**src/rtl/sense_pkg.sv**
```systemverilog
// Package: shared widths and types for the sense report generator.
// Assumes a 4-byte report whose field placement is fixed by the host software.
package sense_pkg;
    localparam int BYTE_W    = 8;
    localparam int DRV_W     = 3;
    localparam int HEAD_W    = 5;
    localparam int SEC_W     = 6;
    localparam int CYL_W     = 10;
    localparam int CYL_LO_W  = 8;
    localparam int CYL_HI_W  = CYL_W - CYL_LO_W;
    localparam int CODE_W    = 6;
    localparam int RPT_BYTES = 4;
    localparam int IDX_W     = $clog2(RPT_BYTES);

    localparam logic [BYTE_W-1:0] DRV_FLAG  = 8'h20;
    localparam logic [BYTE_W-1:0] FAIL_FLAG = 8'h02;

    typedef struct packed {
        logic [DRV_W-1:0]  drive;
        logic [HEAD_W-1:0] head;
        logic [SEC_W-1:0]  sector;
        logic [CYL_W-1:0]  cyl;
    } op_addr_t;

    typedef enum logic {SEQ_IDLE, SEQ_SEND} seq_state_e;
endpackage

```
**src/rtl/sense_err_latch.sv**
```systemverilog
// Module: sense_err_latch
// Holds the error code, the address-valid flag and the completion byte.
// Assumes fail_set refers to the command begun most recently; when a failure
// and a read-clear coincide, the failure wins.
module sense_err_latch
    import sense_pkg::*;
(
    input  logic              clk,
    input  logic              rst_n,
    input  logic              cmd_begin,
    input  logic              cmd_sense,
    input  logic              cmd_addr_en,
    input  logic [DRV_W-1:0]  cmd_drive,
    input  logic              fail_set,
    input  logic [CODE_W-1:0] fail_code,
    input  logic              clr_err,
    output logic [CODE_W-1:0] err_code,
    output logic              addr_ok,
    output logic [BYTE_W-1:0] compl_byte
);
    localparam int DRV_POS = BYTE_W - DRV_W;

    logic [BYTE_W-1:0] fail_bits;
    assign fail_bits = fail_set ? FAIL_FLAG : '0;

    // Error code: a new failure overrides the clear done by the first report byte.
    always_ff @(posedge clk) begin
        if (!rst_n)        err_code <= '0;
        else if (fail_set) err_code <= fail_code;
        else if (clr_err)  err_code <= '0;
    end

    // Address-valid flag: rewritten by every command except the sense request.
    always_ff @(posedge clk) begin
        if (!rst_n)                      addr_ok <= 1'b0;
        else if (cmd_begin && !cmd_sense) addr_ok <= cmd_addr_en;
    end

    // Completion byte: preset with the drive number, failure flag ORed in.
    always_ff @(posedge clk) begin
        if (!rst_n)         compl_byte <= '0;
        else if (cmd_begin) compl_byte <= {cmd_drive, {DRV_POS{1'b0}}} | fail_bits;
        else if (fail_set)  compl_byte <= compl_byte | FAIL_FLAG;
    end

    AST_NEW_ERR_WINS: assert property (@(posedge clk) disable iff (!rst_n)
        fail_set |=> err_code == $past(fail_code));
    AST_ERR_CLEARED: assert property (@(posedge clk) disable iff (!rst_n)
        clr_err && !fail_set |=> err_code == '0);
    AST_COMPL_FLAG: assert property (@(posedge clk) disable iff (!rst_n)
        fail_set |=> compl_byte[1]);
    AST_SENSE_KEEPS_VALID: assert property (@(posedge clk) disable iff (!rst_n)
        cmd_begin && cmd_sense |=> addr_ok == $past(addr_ok));
endmodule

```
**src/rtl/sense_addr_latch.sv**
```systemverilog
// Module: sense_addr_latch
// Keeps the drive, head, sector and cylinder of the last operation.
// Assumes the drive is taken from every command and the rest only from
// commands that carry an address (the sense request never does).
module sense_addr_latch
    import sense_pkg::*;
(
    input  logic              clk,
    input  logic              rst_n,
    input  logic              cmd_begin,
    input  logic              cmd_sense,
    input  logic              cmd_addr_en,
    input  logic [DRV_W-1:0]  cmd_drive,
    input  logic [HEAD_W-1:0] cmd_head,
    input  logic [SEC_W-1:0]  cmd_sector,
    input  logic [CYL_W-1:0]  cmd_cyl,
    output op_addr_t          last_addr
);
    logic take_addr;
    assign take_addr = cmd_begin && cmd_addr_en && !cmd_sense;

    // Drive number: follows every command start.
    always_ff @(posedge clk) begin
        if (!rst_n)         last_addr.drive <= '0;
        else if (cmd_begin) last_addr.drive <= cmd_drive;
    end

    // Head, sector, cylinder: captured only from addressed commands.
    always_ff @(posedge clk) begin
        if (!rst_n) begin
            last_addr.head   <= '0;
            last_addr.sector <= '0;
            last_addr.cyl    <= '0;
        end else if (take_addr) begin
            last_addr.head   <= cmd_head;
            last_addr.sector <= cmd_sector;
            last_addr.cyl    <= cmd_cyl;
        end
    end

    AST_ADDR_HOLD: assert property (@(posedge clk) disable iff (!rst_n)
        !cmd_begin |=> $stable(last_addr));
    AST_NONADDR_KEEPS_CYL: assert property (@(posedge clk) disable iff (!rst_n)
        cmd_begin && !cmd_addr_en |=> $stable(last_addr.cyl));
endmodule

```
**src/rtl/sense_byte_mux.sv**
```systemverilog
// Module: sense_byte_mux
// Builds the four report bytes from the latched state and selects one.
// Assumes head fits in 5 bits and the cylinder in 10 bits.
module sense_byte_mux
    import sense_pkg::*;
(
    input  logic              addr_ok,
    input  logic [CODE_W-1:0] err_code,
    input  op_addr_t          last_addr,
    input  logic [IDX_W-1:0]  sel_idx,
    output logic [BYTE_W-1:0] sel_byte
);
    logic [BYTE_W-1:0] rpt_bytes [RPT_BYTES];

    // One builder per byte position of the report.
    for (genvar g = 0; g < RPT_BYTES; g++) begin : g_byte
        if (g == 0) begin : g_err
            assign rpt_bytes[g] = {addr_ok, {(BYTE_W-1-CODE_W){1'b0}}, err_code};
        end else if (g == 1) begin : g_head
            assign rpt_bytes[g] = ((last_addr.drive != '0) ? DRV_FLAG : '0)
                                | {{(BYTE_W-HEAD_W){1'b0}}, last_addr.head};
        end else if (g == 2) begin : g_sect
            assign rpt_bytes[g] = {last_addr.cyl[CYL_W-1:CYL_LO_W], last_addr.sector};
        end else begin : g_cyl
            assign rpt_bytes[g] = last_addr.cyl[CYL_LO_W-1:0];
        end
    end

    // Byte selection for the sequencer.
    always_comb sel_byte = rpt_bytes[sel_idx];

    initial begin
        assert (SEC_W + CYL_HI_W == BYTE_W);
    end
endmodule

```
**src/rtl/sense_report_seq.sv**
```systemverilog
// Module: sense_report_seq
// Steps through the report bytes, holding each until the host takes it.
// Assumes a start while busy is to be ignored.
module sense_report_seq
    import sense_pkg::*;
(
    input  logic              clk,
    input  logic              rst_n,
    input  logic              rpt_start,
    input  logic              rpt_take,
    input  logic [BYTE_W-1:0] next_byte,
    output logic [IDX_W-1:0]  next_idx,
    output logic              clr_err,
    output logic              rpt_valid,
    output logic [BYTE_W-1:0] rpt_byte,
    output logic              rpt_done
);
    localparam logic [IDX_W-1:0] LAST_IDX = IDX_W'(RPT_BYTES - 1);

    seq_state_e        state;
    logic [IDX_W-1:0]  idx;
    logic              accept;

    assign accept    = rpt_start && (state == SEQ_IDLE);
    assign clr_err   = accept;
    assign rpt_valid = (state == SEQ_SEND);

    // Index of the byte to build next: 0 on a start, else one past the current.
    always_comb next_idx = (state == SEQ_IDLE) ? '0 : idx + 1'b1;

    // Sequencer: load byte 0 on start, advance on take, pulse done after the last.
    always_ff @(posedge clk) begin
        if (!rst_n) begin
            state    <= SEQ_IDLE;
            idx      <= '0;
            rpt_byte <= '0;
            rpt_done <= 1'b0;
        end else begin
            rpt_done <= 1'b0;
            if (accept) begin
                state    <= SEQ_SEND;
                idx      <= '0;
                rpt_byte <= next_byte;
            end else if (state == SEQ_SEND && rpt_take) begin
                if (idx == LAST_IDX) begin
                    state    <= SEQ_IDLE;
                    rpt_done <= 1'b1;
                end else begin
                    idx      <= next_idx;
                    rpt_byte <= next_byte;
                end
            end
        end
    end

    AST_HOLD_BYTE: assert property (@(posedge clk) disable iff (!rst_n)
        rpt_valid && !rpt_take |=> rpt_valid && $stable(rpt_byte));
    AST_DONE_PULSE: assert property (@(posedge clk) disable iff (!rst_n)
        rpt_done |=> !rpt_done);
    AST_DONE_AFTER_LAST: assert property (@(posedge clk) disable iff (!rst_n)
        rpt_done |-> !rpt_valid && $past(idx) == LAST_IDX);
    AST_START_IGNORED: assert property (@(posedge clk) disable iff (!rst_n)
        rpt_valid && rpt_start && !rpt_take |=> idx == $past(idx));
endmodule

```
**src/rtl/sense_report_gen.sv**
```systemverilog
// Module: sense_report_gen (top)
// Latches error and address state of the last operation and serialises the
// four-byte sense report on request. Assumes the neighbouring command logic
// supplies one-cycle strobes.
module sense_report_gen
    import sense_pkg::*;
(
    input  logic              clk,
    input  logic              rst_n,
    input  logic              cmd_begin,
    input  logic              cmd_sense,
    input  logic              cmd_addr_en,
    input  logic [DRV_W-1:0]  cmd_drive,
    input  logic [HEAD_W-1:0] cmd_head,
    input  logic [SEC_W-1:0]  cmd_sector,
    input  logic [CYL_W-1:0]  cmd_cyl,
    input  logic              fail_set,
    input  logic [CODE_W-1:0] fail_code,
    input  logic              rpt_start,
    input  logic              rpt_take,
    output logic              rpt_valid,
    output logic [BYTE_W-1:0] rpt_byte,
    output logic              rpt_done,
    output logic [BYTE_W-1:0] compl_byte
);
    logic [CODE_W-1:0] err_code;
    logic              addr_ok;
    logic              clr_err;
    op_addr_t          last_addr;
    logic [IDX_W-1:0]  next_idx;
    logic [BYTE_W-1:0] next_byte;

    sense_err_latch u_err (
        .clk(clk), .rst_n(rst_n), .cmd_begin(cmd_begin), .cmd_sense(cmd_sense),
        .cmd_addr_en(cmd_addr_en), .cmd_drive(cmd_drive), .fail_set(fail_set),
        .fail_code(fail_code), .clr_err(clr_err), .err_code(err_code),
        .addr_ok(addr_ok), .compl_byte(compl_byte)
    );

    sense_addr_latch u_addr (
        .clk(clk), .rst_n(rst_n), .cmd_begin(cmd_begin), .cmd_sense(cmd_sense),
        .cmd_addr_en(cmd_addr_en), .cmd_drive(cmd_drive), .cmd_head(cmd_head),
        .cmd_sector(cmd_sector), .cmd_cyl(cmd_cyl), .last_addr(last_addr)
    );

    sense_byte_mux u_mux (
        .addr_ok(addr_ok), .err_code(err_code), .last_addr(last_addr),
        .sel_idx(next_idx), .sel_byte(next_byte)
    );

    sense_report_seq u_seq (
        .clk(clk), .rst_n(rst_n), .rpt_start(rpt_start), .rpt_take(rpt_take),
        .next_byte(next_byte), .next_idx(next_idx), .clr_err(clr_err),
        .rpt_valid(rpt_valid), .rpt_byte(rpt_byte), .rpt_done(rpt_done)
    );

    AST_FIRST_BYTE_FLAG: assert property (@(posedge clk) disable iff (!rst_n)
        clr_err |=> rpt_byte[7] == $past(addr_ok));
endmodule

```
**config.mk**
```make
export PLATFORM = sky130hd
export DESIGN_NAME = sense_report_gen
export DESIGN_NICKNAME = d
export VERILOG_FILES = /design/src/rtl/sense_pkg.sv /design/src/rtl/sense_err_latch.sv /design/src/rtl/sense_addr_latch.sv /design/src/rtl/sense_byte_mux.sv /design/src/rtl/sense_report_seq.sv /design/src/rtl/sense_report_gen.sv
export SDC_FILE = /design/constraint.sdc
export NUM_CORES = 1
export LEC_CHECK = 0
export ABC_AREA = 1
export ABC_CLOCK_PERIOD_IN_PS = 1600
export BUFFER_PORTS_ARGS = -buffer_cell sky130_fd_sc_hd__buf_2
export CORE_MARGIN = 1
export CORE_UTILIZATION = 43
export CTS_BUF_LIST = sky130_fd_sc_hd__clkbuf_8
export CTS_CLUSTER_SIZE = 25
export DETAILED_ROUTE_END_ITERATION = 7
export GPL_ROUTABILITY_DRIVEN = 0
export PLACE_DENSITY = 0.72
export SYNTH_ARGS = -nofsm -noshare
export SYNTH_HDL_FRONTEND = slang
export SYNTH_SLANG_ARGS = --single-unit
```
**constraint.sdc**
```tcl
create_clock -name clk -period 1.6 [get_ports clk]
set_input_delay 0.24 -clock clk [delete_from_list [all_inputs] [get_ports clk]]
set_output_delay 0.24 -clock clk [all_outputs]
set_load 0.005 [all_outputs]
```
==> metrics, run 1 <==
delay of the slowest cell on the worst path=0.40 ns; TritonCTS buffer count=5; Worst EP required=1.80 ns; post-synthesis register bit count=47; Post-CTS Setup Inserts=0; r2r setup slk=0.16 ns; P_leak=1.150 nW; GRT Overall Usage=0.1923; total chip power=between 2 and 2.5 mW; register area share after synthesis=0.4727; met3 Use GR=0.06205; Vias=1856; worst reg2reg path depth=5; Register Area=940.9 um^2; RSZ-0062 raised after global routing=no; port buffer count=51; CP Class=register to register; Core Box Area=4414 um^2; endpoints failing hold=0; Die ar.=4906 um^2; Worst-Skew Late Latency=0.30 ns; initial antenna violation count=0; setup TNS=0 ns; area grow syn2layout=19.48%; multiplexer area fraction after synthesis=0; status=complete, no violations; hpwl dp=3252 um; starting density of the core=0.4510; Die Y=70.04 um; Row Count=24; Post-Synthesis Cells=282; met2 Resource Use GR=0.3077; Nets=374; Compound-Gate Fraction of Synth Area=0.1647; crit share post-route=0.9023; post-synthesis async set-or-reset flop share=0; vias in the first global route=around 1700; Post-synth EDFFs=0; FF-to-FF End=u_seq.idx[1]$_SDFFE_PP0P_; post-synthesis xor/xnor area fraction=0; GRT met1 Usage=0.2486; final hold slack=roughly 0.15 ns; MaxCap Viol Count=0; layout cell share with drive strength beyond 1=0.2036; fin crit period=about 1.4 ns; clock slew at reported path FFs=0.09 ns; top area cells in the synthesized netlist=dfxtp_1 (47%), nand2_1 (11%), nor2_1 (10%); Critical Path Sink Type=register; post-synthesis adder-cell area fraction=0.01257; clk buf depth=2; Total Wirelength=between 4000 and 5000 um; Synth top area share=0.4727; main combinational cell family by area after synthesis=simple AND/OR/NAND/NOR gates; worst path arrival time=1.65 ns; Root Buffer=clkbuf_8; routed length per instance=11.52 um; largest net degree at the start of global routing=31; Worst VDD drop=0.0006086 V; Synth cell types=20; Pwr Density=1041 nW/um^2; Yosys top cell by area=dfxtp_1; Simple-Gate Fraction of Synth Area=0.2514; post-CTS sizing=0; area of the multi-input gates=868.3 um^2; gr ovfl total=0; top post-synthesis cells by count=nand2_1 (57), nor2_1 (54), dfxtp_1 (47), a21oi_1 (33), o21ai_0 (31); Reg-to-Reg Start=u_seq.idx[0]$_SDFFE_PP0P_; Worst Setup SP=u_seq.idx[0]$_SDFFE_PP0P_; Via density=4.808; Stages on worst setup path=5; ANT cells=0; Util after Layout=0.5388; Slew Viols, Final=0; TritonRoute pass-1 iters=4; cell area after synthesis=1991 um^2; Syn. warnings=0; cts-stage hold buffer count=0; CP Launch Type=register; Routed Antenna Nets=0; Fmax=slightly below 0.7 GHz; htree depth=2; CP top delay family=flip-flops; I/O Pins=56; Setup crit end=u_seq.idx[1]$_SDFFE_PP0P_; Crit Path Max Fanout=9; GRT busiest layer=met2; Filler Cells Inserted=between 400 and 500; Main synth FF type=dfxtp_1; drt drc=0; min-delay worst type=primary input to register; clock skew=0.007324 ns; Buf+Inv Stages, Crit Path=1; TritonCTS Sinks=47; TritonCTS clock tree=yes; Crit-path slowest cell=dfxtp_1; crit-path cells=ha_1 > nand2_1 > buf_4 > nor2_1 > o21a_1; Chip Width=70.04 um; first-pass GRT wire length=7452 um; Setup-failing EPs final=0; most common cell in the synthesized netlist=nand2_1; Initial DRC Count=76; synthesized area per cell=7.059 um^2
[cells by family (layout without fill, tap and decap cells)]
| family | Yosys count | in the layout |
|---|---|---|
| buf+inv | 41 | 90 |
| fa+ha+maj | 2 | 2 |
| simple gates | 126 | 126 |
| other cells | 1 | 4 |
| compound gates | 65 | 65 |
| flops | 47 | 47 |
[final cells by class]
class,instances,area share
Tap cell,52,0.02735
Timing Repair Buffer,58,0.1294
Clock buffer,5,0.02893
Inverter,25,0.03945
Sequential cell,47,0.3956
Multi-Input combinational cell,197,0.3651
Clock inverter,2,0.01420
[sequential cells by signal, summed over array words and instances, names as in the netlist]
name	count
u_err.compl_byte	4
u_addr.last_addr	24
u_err.addr_ok	1
u_seq.idx	2
u_seq.rpt_valid	1
u_seq.rpt_byte	8
u_seq.rpt_done	1
u_err.err_code	6
[how the worst min path moves through the flow]
stage                                 startpoint                           endpoint  slack, ns  cells after the start
2_1_floorplan                        cmd_head[0]  u_addr.last_addr[16]$_SDFFE_PN0P_       0.37                      2
3_3_place_gp   u_addr.last_addr[15]$_SDFFE_PN0P_  u_addr.last_addr[15]$_SDFFE_PN0P_       0.44                      2
3_5_place_dp    u_addr.last_addr[1]$_SDFFE_PN0P_   u_addr.last_addr[1]$_SDFFE_PN0P_       0.45                      2
4_1_cts                               cmd_cyl[8]   u_addr.last_addr[8]$_SDFFE_PN0P_       0.16                      3
5_1_grt                               cmd_cyl[8]   u_addr.last_addr[8]$_SDFFE_PN0P_       0.16                      3
6_report                             cmd_head[3]  u_addr.last_addr[19]$_SDFFE_PN0P_       0.15                      3
[layout by cell type (no fill, tap or decap), types with 4 or more instances in the layout]
master    netlist  final
clkbuf_8        0      5
buf_2           1     51
buf_4           6      7
o21ai_0        31     31
a21oi_1        33     33
inv_1          22     23
nand2_1        57     57
conb_1          1      4
nor2_1         54     54
nand3_1         9      9
dfxtp_1        47     47
[per-layer routing]
metal	part of all wire	vias to the layer above
met4	0.012	0
met5	0	-
met2	0.46	44
li1	-	985
met3	0.051	5
met1	0.47	822
[worst register-to-register path, delay by kind of cell, from the launching register on]
family                     cells  cell delay (ns)
and+or+nand+nor                2             0.30
adders and majority gates      1             0.25
buffers and inverters          1             0.21
DFF                            1             0.40
AOI/OAI and AO/OA              1             0.18
[power by group]
part / internal [mW] / switching, mW / leakage [nW] / total [mW]
combinational: 0.143 / 0.212 / 0.709 / 0.355
sequential: 1.24 / 0.0387 / 0.386 / 1.28
clock: 0.452 / 0.388 / 0.0554 / 0.840
total: 1.84 / 0.639 / 1.15 / 2.47
[metrics by stage]
step	instances	setup slack, ns	cell area, um^2
floorplan	285	0.3331	2002
global placement	379	0.2035	2276
detailed placement	379	0.1675	2276
CTS	386	0.1468	2379
global route	386	0.02212	2379
finish	386	0.1563	2379
Note: power is estimated with default switching activity, not from simulation.
==> run 2: changes to the inputs <==
--- a/config.mk
+++ b/config.mk
@@ -6,7 +6,7 @@
 export NUM_CORES = 1
 export LEC_CHECK = 0
 export ABC_AREA = 1
-export ABC_CLOCK_PERIOD_IN_PS = 1600
+export ABC_CLOCK_PERIOD_IN_PS = 1500
 export BUFFER_PORTS_ARGS = -buffer_cell sky130_fd_sc_hd__buf_2
 export CORE_MARGIN = 1
 export CORE_UTILIZATION = 43
==> constraint.sdc (replaced) <==
create_clock -name clk -period 1.5 [get_ports clk]
set_input_delay 0.225 -clock clk [delete_from_list [all_inputs] [get_ports clk]]
set_output_delay 0.225 -clock clk [all_outputs]
set_load 0.005 [all_outputs]
==> run 2 against run 1 <==
  * First-iteration DRC count increased by 2.6%
  * Sequential share of layout area decreased by 0.41 points
  * Utilization increased by 0.57 points
  * Cell area increased by 1.1%
  * Power increased by 5.9%
  * Critical path type unchanged
  * Largest cell class unchanged
  * Largest power group unchanged
==> metrics, run 2 (same netlist as run 1, synthesis figures left out) <==
status=complete, no violations; routed length per instance=11.10 um (-3.6%); largest net degree at the start of global routing=32 (+3.2%); Root Buffer=clkbuf_8; Worst Setup SP=u_seq.idx[0]$_SDFFE_PP0P_; crit-path cells=ha_1 > nand3b_1 > nand2_4 > nand2_1 > nor2_1 > nor2_1; HP Start=cmd_head[2]; vias in the first global route=1656 (-2.1%); Initial DRC Count=78 (+2.6%); Reg-to-Reg Start=u_seq.idx[0]$_SDFFE_PP0P_; clock slew at reported path FFs=0.08 ns (about the same); Setup-failing EPs final=0 (unchanged); Die ar.=4906 um^2 (unchanged); Pint=1.965 mW (+7.0%); Core Box Area=4414 um^2 (unchanged); port buffer count=51 (unchanged); delay of the slowest cell on the worst path=0.35 ns (-0.05 ns); first-pass GRT wire length=7093 um (-4.8%); TritonCTS Sinks=47 (unchanged); TritonCTS buffer count=5 (unchanged); Critical Path Sink Type=register; Vias=1863 (+0.38%); min-delay worst type=primary input to register; TritonCTS clock tree=yes; Gate power share=0.148 (+0.005); ANT cells=0 (unchanged); Nets=375 (+0.27%); drt drc=0 (unchanged); Worst-Skew Late Latency=0.29 ns (about the same); Util after Layout=0.5445 (+0.005669); TritonRoute pass-1 iters=4 (unchanged); clock skew=0.007715 ns (+0.0003911 ns); Clk network pwr share=0.332 (-0.007); worst path arrival time=1.56 ns (-0.09 ns); RSZ-0062 raised after global routing=no; gr ovfl total=0 (unchanged); max FFs per register=24 (unchanged); P_sw=655.0 uW (+2.5%); Crit-path slowest cell=dfxtp_1; sw frac=0.2500 (-0.008160); post-route cell area=2404 um^2 (+1.1%); endpoints failing hold=0 (unchanged); Die Y=70.04 um (unchanged); Via density=4.814 (+0.12%); Crit Path Max Fanout=14 (+5); commonest cells after routing, fill and taps aside=nand2_1 (57), nor2_1 (54), buf_2 (51), dfxtp_1 (47), a21oi_1 (33); CP Launch Type=register; layout cell share with drive strength beyond 1=0.2060 (+0.002377); post-CTS sizing=0 (unchanged); GRT Overall Usage=0.1815 (-0.01076); largest reg by FF count=u_addr.last_addr; cts-stage hold buffer count=0 (unchanged); Chip Width=70.04 um (unchanged); top flop regs=u_addr.last_addr: 24 flops, u_seq.rpt_byte: 8 flops, u_err.err_code: 6 flops; Fmax=0.7319 GHz (+5.7%); starting density of the core=0.4510 (unchanged); Post-CTS Setup Inserts=0 (unchanged); Worst EP required=1.69 ns (-0.11 ns); crit-path most repeated cell=nor2_1; clk buf depth=2 (unchanged); Slew Viols, Final=0 (unchanged); CP Class=register to register; P_leak=1.163 nW (+1.1%); dpl cell area=2296 um^2 (+0.88%); htree depth=2 (unchanged); total chip power=2.620 mW (+5.9%); fin crit period=1.366 ns (-0.07732 ns); I/O Pins=56 (unchanged); Total Wirelength=4296 um (-3.4%); Pwr Density=1090 nW/um^2 (+4.8%); Row Count=24 (unchanged); most common cell after layout, fill and taps aside=nand2_1; hpwl dp=3161 um (-2.8%); Routed Antenna Nets=0 (unchanged); crit share post-route=0.9109 (+0.008606); setup TNS=0 ns (unchanged); initial antenna violation count=0 (unchanged); Worst VDD drop=0.001044 V (+72%); sequential power share=0.520 (+0.003); r2r setup slk=0.13 ns (-0.02 ns); MaxCap Viol Count=0 (unchanged); final hold slack=0.1516 ns (-0.001842 ns); area grow syn2layout=20.74%
## run 2: cell count changes in the layout (fill, tap and decap cells not counted)
cell,change
nand2_2,-1
buf_12,+1
nand2_4,+1
## run 2: worst paths after layout
path         cells past startpoint                                end
max                              6     u_seq.rpt_byte[7]$_SDFFE_PN0P_
min                              3  u_addr.last_addr[18]$_SDFFE_PN0P_
max reg2reg                      6     u_seq.rpt_byte[7]$_SDFFE_PN0P_
min reg2reg                      2   u_addr.last_addr[0]$_SDFFE_PN0P_
## run 2: worst max-delay path, delay by kind of cell, from the launching register on
| kind | cells | cell delay (ns) |
|---|---|---|
| and+or+nand+nor | 5 | 0.70 |
| adders and majority gates | 1 | 0.20 |
| DFF | 1 | 0.35 |
## run 2: layout make-up
cell class	count	area, um^2
inverter	25	93.84
sequential	47	940.9
multi-input combinational	197	873.3
timing repair buffer	59	327.8
fill	440	2011
clock inverter	2	33.78
tap	52	65.06
clock buffer	5	68.82
## run 2: power groups by stage
stage	Sequential (mW)	Combinational, mW	Clock [mW]
after CTS	1.36	0.387	0.889
after global routing	1.37	0.444	0.946
after floorplan	1.39	0.249	0
after global placement	1.39	0.376	0
after detailed placement	1.39	0.384	0
final	1.36	0.387	0.870
## run 2: through the flow
| stage | setup slack, ns | instances |
|---|---|---|
| 6_report | 0.1336 | 387 |
| 5_1_grt | 0.03254 | 387 |
| 4_1_cts | 0.1144 | 387 |
| 3_5_place_dp | 0.1207 | 380 |
| 3_3_place_gp | 0.1809 | 380 |
| 2_1_floorplan | 0.2331 | 285 |
## run 2: metal layers
layer  up-vias  routed length (um)  track usage
li1        990                   -            -
met1       820                2014       0.2276
met2        51                1965       0.3024
met3         2                 292      0.05195
met4         0                  24      0.05333
met5         -                   0            0
==> run 3: changes to the inputs <==
--- a/config.mk
+++ b/config.mk
@@ -5,7 +5,6 @@
 export SDC_FILE = /design/constraint.sdc
 export NUM_CORES = 1
 export LEC_CHECK = 0
-export ABC_AREA = 1
 export ABC_CLOCK_PERIOD_IN_PS = 1500
 export BUFFER_PORTS_ARGS = -buffer_cell sky130_fd_sc_hd__buf_2
 export CORE_MARGIN = 1
==> run 3 against run 2 <==
  * Power decreased by 8.2%
  * Utilization grew 0.69 points
  * Area after synthesis is 1.5% lower
  * Fmax decreased by 6.3%
  * Clock power is 13% lower
  * Clock skew decreased by 0.0044 ns
  * Combinational power fell by 21%
  * Die area fell by 1.5%
  * Cell area decreased by 0.10%
  * Routed wire length is 0.51% lower
  * Worst setup slack got worse by 0.091 ns
  * Critical endpoint is now u_seq.rpt_byte[5]$_SDFFE_PN0P_
  * Largest power group unchanged
==> metrics, run 3 <==
register area share after synthesis=0.4799 (+0.007239); top area cells in the synthesized netlist=dfxtp_1 (48%), nand2_1 (12%), a21oi_1 (11%); Initial DRC Count=87 (+12%); endpoints failing hold=0 (unchanged); MaxCap Viol Count=0 (unchanged); HP Start=rpt_take; Die ar.=4834 um^2 (-1.5%); Slew Viols, Final=0 (unchanged); vias in the first global route=1526 (-7.9%); sequential power share=0.558 (+0.038); layout cell share with drive strength beyond 1=0.2799 (+0.07389); most common cell after layout, fill and taps aside=nand2_1; CP top delay family=simple AND/OR/NAND/NOR gates; Synth cell types=32 (+60%); multiplexer area fraction after synthesis=0.04914 (+0.04914); top post-synthesis cells by count=nand2_1 (61), dfxtp_1 (47), a21oi_1 (45), o21ai_0 (12), nor2_1 (11); sw frac=0.2468 (-0.003191); Routed Antenna Nets=0 (unchanged); FF-to-FF End=u_seq.rpt_byte[5]$_SDFFE_PN0P_; port buffer count=51 (unchanged); hpwl dp=3200 um (+1.2%); RSZ-0062 raised after global routing=no; post-synthesis xor/xnor area fraction=0.004467 (+0.004467); Synth top area share=0.4799 (+0.007239); initial antenna violation count=0 (unchanged); top flop regs=u_addr.last_addr: 24 flops, u_seq.rpt_byte: 8 flops, u_err.err_code: 6 flops; crit share post-route=0.9718 (+0.06088); P_sw=593.6 uW (-9.4%); Simple-Gate Fraction of Synth Area=0.2125 (-0.03891); Syn. warnings=0 (unchanged); worst reg2reg path depth=5 (-1); TritonRoute pass-1 iters=4 (unchanged); hold-critical path endpoint=u_seq.rpt_valid$_SDFFE_PN0P_; min-delay worst type=primary input to register; delay of the slowest cell on the worst path=0.50 ns (+0.15 ns); area grow syn2layout=22.46%; Root Buffer=clkbuf_8; Core Box Area=4354 um^2 (-1.4%); first-pass GRT wire length=6969 um (-1.7%); Worst EP required=1.68 ns (about the same); Post-Synthesis Cells=239 (-15%); post-synthesis adder-cell area fraction=0.01276 (+0.0001925); starting density of the core=0.4503 (-0.0006764); clk buf depth=2 (unchanged); drt drc=0 (unchanged); post-synthesis register bit count=47 (unchanged); Pwr Density=1002 nW/um^2 (-8.1%); Row Count=24 (unchanged); Chip Width=69.53 um (-0.74%); Gate power share=0.128 (-0.020); Crit-path slowest cell=or4_4; Post-CTS Setup Inserts=0 (unchanged); Yosys top cell by area=dfxtp_1; Nets=333 (-11%); gr ovfl total=0 (unchanged); Compound-Gate Fraction of Synth Area=0.1832 (+0.01848); Min-Delay Path Depth=2 (-1); synthesized area per cell=8.203 um^2 (+16%); TritonCTS Sinks=47 (unchanged); htree depth=2 (unchanged); Pint=1.812 mW (-7.8%); status=complete, no violations; TritonCTS clock tree=yes; crit-path cells=buf_6 > nand2b_4 > or4_4 > a31oi_4 > a21oi_2; largest reg by FF count=u_addr.last_addr; most common cell in the synthesized netlist=nand2_1; dpl cell area=2276 um^2 (-0.87%); Non-Filler Instances=345 (-11%); Total Wirelength=4274 um (-0.51%); worst path arrival time=1.64 ns (+0.08 ns); commonest cells after routing, fill and taps aside=nand2_1 (61), buf_2 (51), dfxtp_1 (46), a21oi_1 (44), o21ai_0 (12); Crit Path Max Fanout=3 (-11); largest net degree at the start of global routing=23 (-28%); Post-synth EDFFs=0 (unchanged); Worst Setup SP=u_seq.idx[0]$_SDFFE_PP0P_; fin crit period=1.458 ns (+0.09132 ns); Via density=5.009 (+4.0%); CP Class=register to register; ANT cells=0 (unchanged); Worst-Skew Late Latency=0.29 ns (about the same); Buf+Inv Stages, Crit Path=1 (+1); Setup-failing EPs final=0 (unchanged); P_leak=0.9778 nW (-16%); max FFs per register=24 (unchanged); cell area after synthesis=1961 um^2 (-1.5%); main combinational cell family by area after synthesis=simple AND/OR/NAND/NOR gates; TritonCTS buffer count=5 (unchanged); Critical Path Sink Type=register; post-route cell area=2401 um^2 (-0.10%); Main synth FF type=dfxtp_1; placed insts=338 (-11%); GRT Overall Usage=0.1790 (-0.002560); Reg-to-Reg Start=u_seq.idx[0]$_SDFFE_PP0P_; clock slew at reported path FFs=0.08 ns (about the same); routed length per instance=12.39 um (+12%); r2r setup slk=0.04 ns (-0.09 ns); I/O Pins=56 (unchanged); setup TNS=0 ns (unchanged); Clk network pwr share=0.315 (-0.017); Fmax=0.6860 GHz (-6.3%); Die Y=69.53 um (-0.74%); post-synthesis async set-or-reset flop share=0 (unchanged); Worst VDD drop=0.0004009 V (-62%); Vias=1728 (-7.2%); CP Launch Type=register; clock skew=0.003287 ns (-0.004428 ns)
run 3: changes by cell type after synthesis, moves of 5 or more:
cell | previous run | this run
nand3b_1 | 2 | 7
mux2i_1 | 0 | 7
nand3_1 | 9 | 0
nor2_1 | 54 | 11
o21ai_0 | 31 | 12
inv_1 | 22 | 1
a21oi_1 | 33 | 45
run 3: power by group through the flow:
stage	Combinational (mW)	Clock [mW]	Sequential [mW]
final	0.307	0.758	1.34
after global routing	0.341	0.812	1.35
after floorplan	0.178	0	1.36
after global placement	0.289	0	1.37
after CTS	0.294	0.773	1.34
after detailed placement	0.292	0	1.37
run 3: per-stage QoR:
| step | hold slack [ns] | power [mW] | utilization | setup WS [ns] |
|---|---|---|---|---|
| 2_1_floorplan | 0.3332 | 1.539 | - | 0.08359 |
| 3_3_place_gp | 0.4351 | 1.656 | 0.5227 | 0.08516 |
| 3_5_place_dp | 0.4434 | 1.661 | 0.5227 | 0.03778 |
| 4_1_cts | 0.1321 | 2.406 | 0.5428 | 0.01622 |
| 5_1_grt | 0.1462 | 2.500 | 0.5514 | 0.007009 |
| 6_report | 0.1363 | 2.405 | 0.5514 | 0.04233 |
run 3: logic make-up after synthesis:
kind of cell | count (synthesis)
flops | 47
buf+inv | 21
compound gates | 66
fa+ha+maj | 2
other cells | 1
simple gates | 92
xor+xnor | 1
mux | 9
run 3: how the worst max path moves through the flow:
stage,endpoint,slack [ns],cells after the start
floorplan,u_seq.rpt_byte[4]$_SDFFE_PN0P_,0.08,5
global placement,u_seq.rpt_byte[5]$_SDFFE_PN0P_,0.09,5
detailed placement,u_seq.rpt_byte[5]$_SDFFE_PN0P_,0.04,5
CTS,u_seq.rpt_byte[5]$_SDFFE_PN0P_,0.02,5
global route,u_seq.rpt_byte[5]$_SDFFE_PN0P_,0.007,5
finish,u_seq.rpt_byte[5]$_SDFFE_PN0P_,0.04,5
run 3: repair_timing:
action | 4_1_cts | 5_1_grt
resized for setup | 0 | 8
endpoints found under the setup margin | 0 | 4
endpoints found under the hold margin | 0 | 0
hold buffers | 0 | 0
run 3: metal layers:
metal	GRT usage	vias to the layer above	share of wire
met5	0	-	0
li1	-	905	-
met2	0.2869	48	0.46
met1	0.2397	770	0.47
met3	0.04506	5	0.060
met4	0.04762	0	0.0091
run 3: area by class of cell:
type	instances	area [um^2]
fillers	421	1953
multi-input cells	174	953.4
flip-flops and latches	47	942.2
repair buffers	62	341.6
clock buffers	6	82.58
well taps	52	65.06
inverters	3	11.26
clock inverters	1	5.005
run 3: worst reg2reg max path, cell delays in order, from the launching register on:
cell      delay [ns]
dfxtp_2         0.34
buf_6           0.12
nand2b_4        0.14
or4_4           0.50
a31oi_4         0.18
a21oi_2         0.07
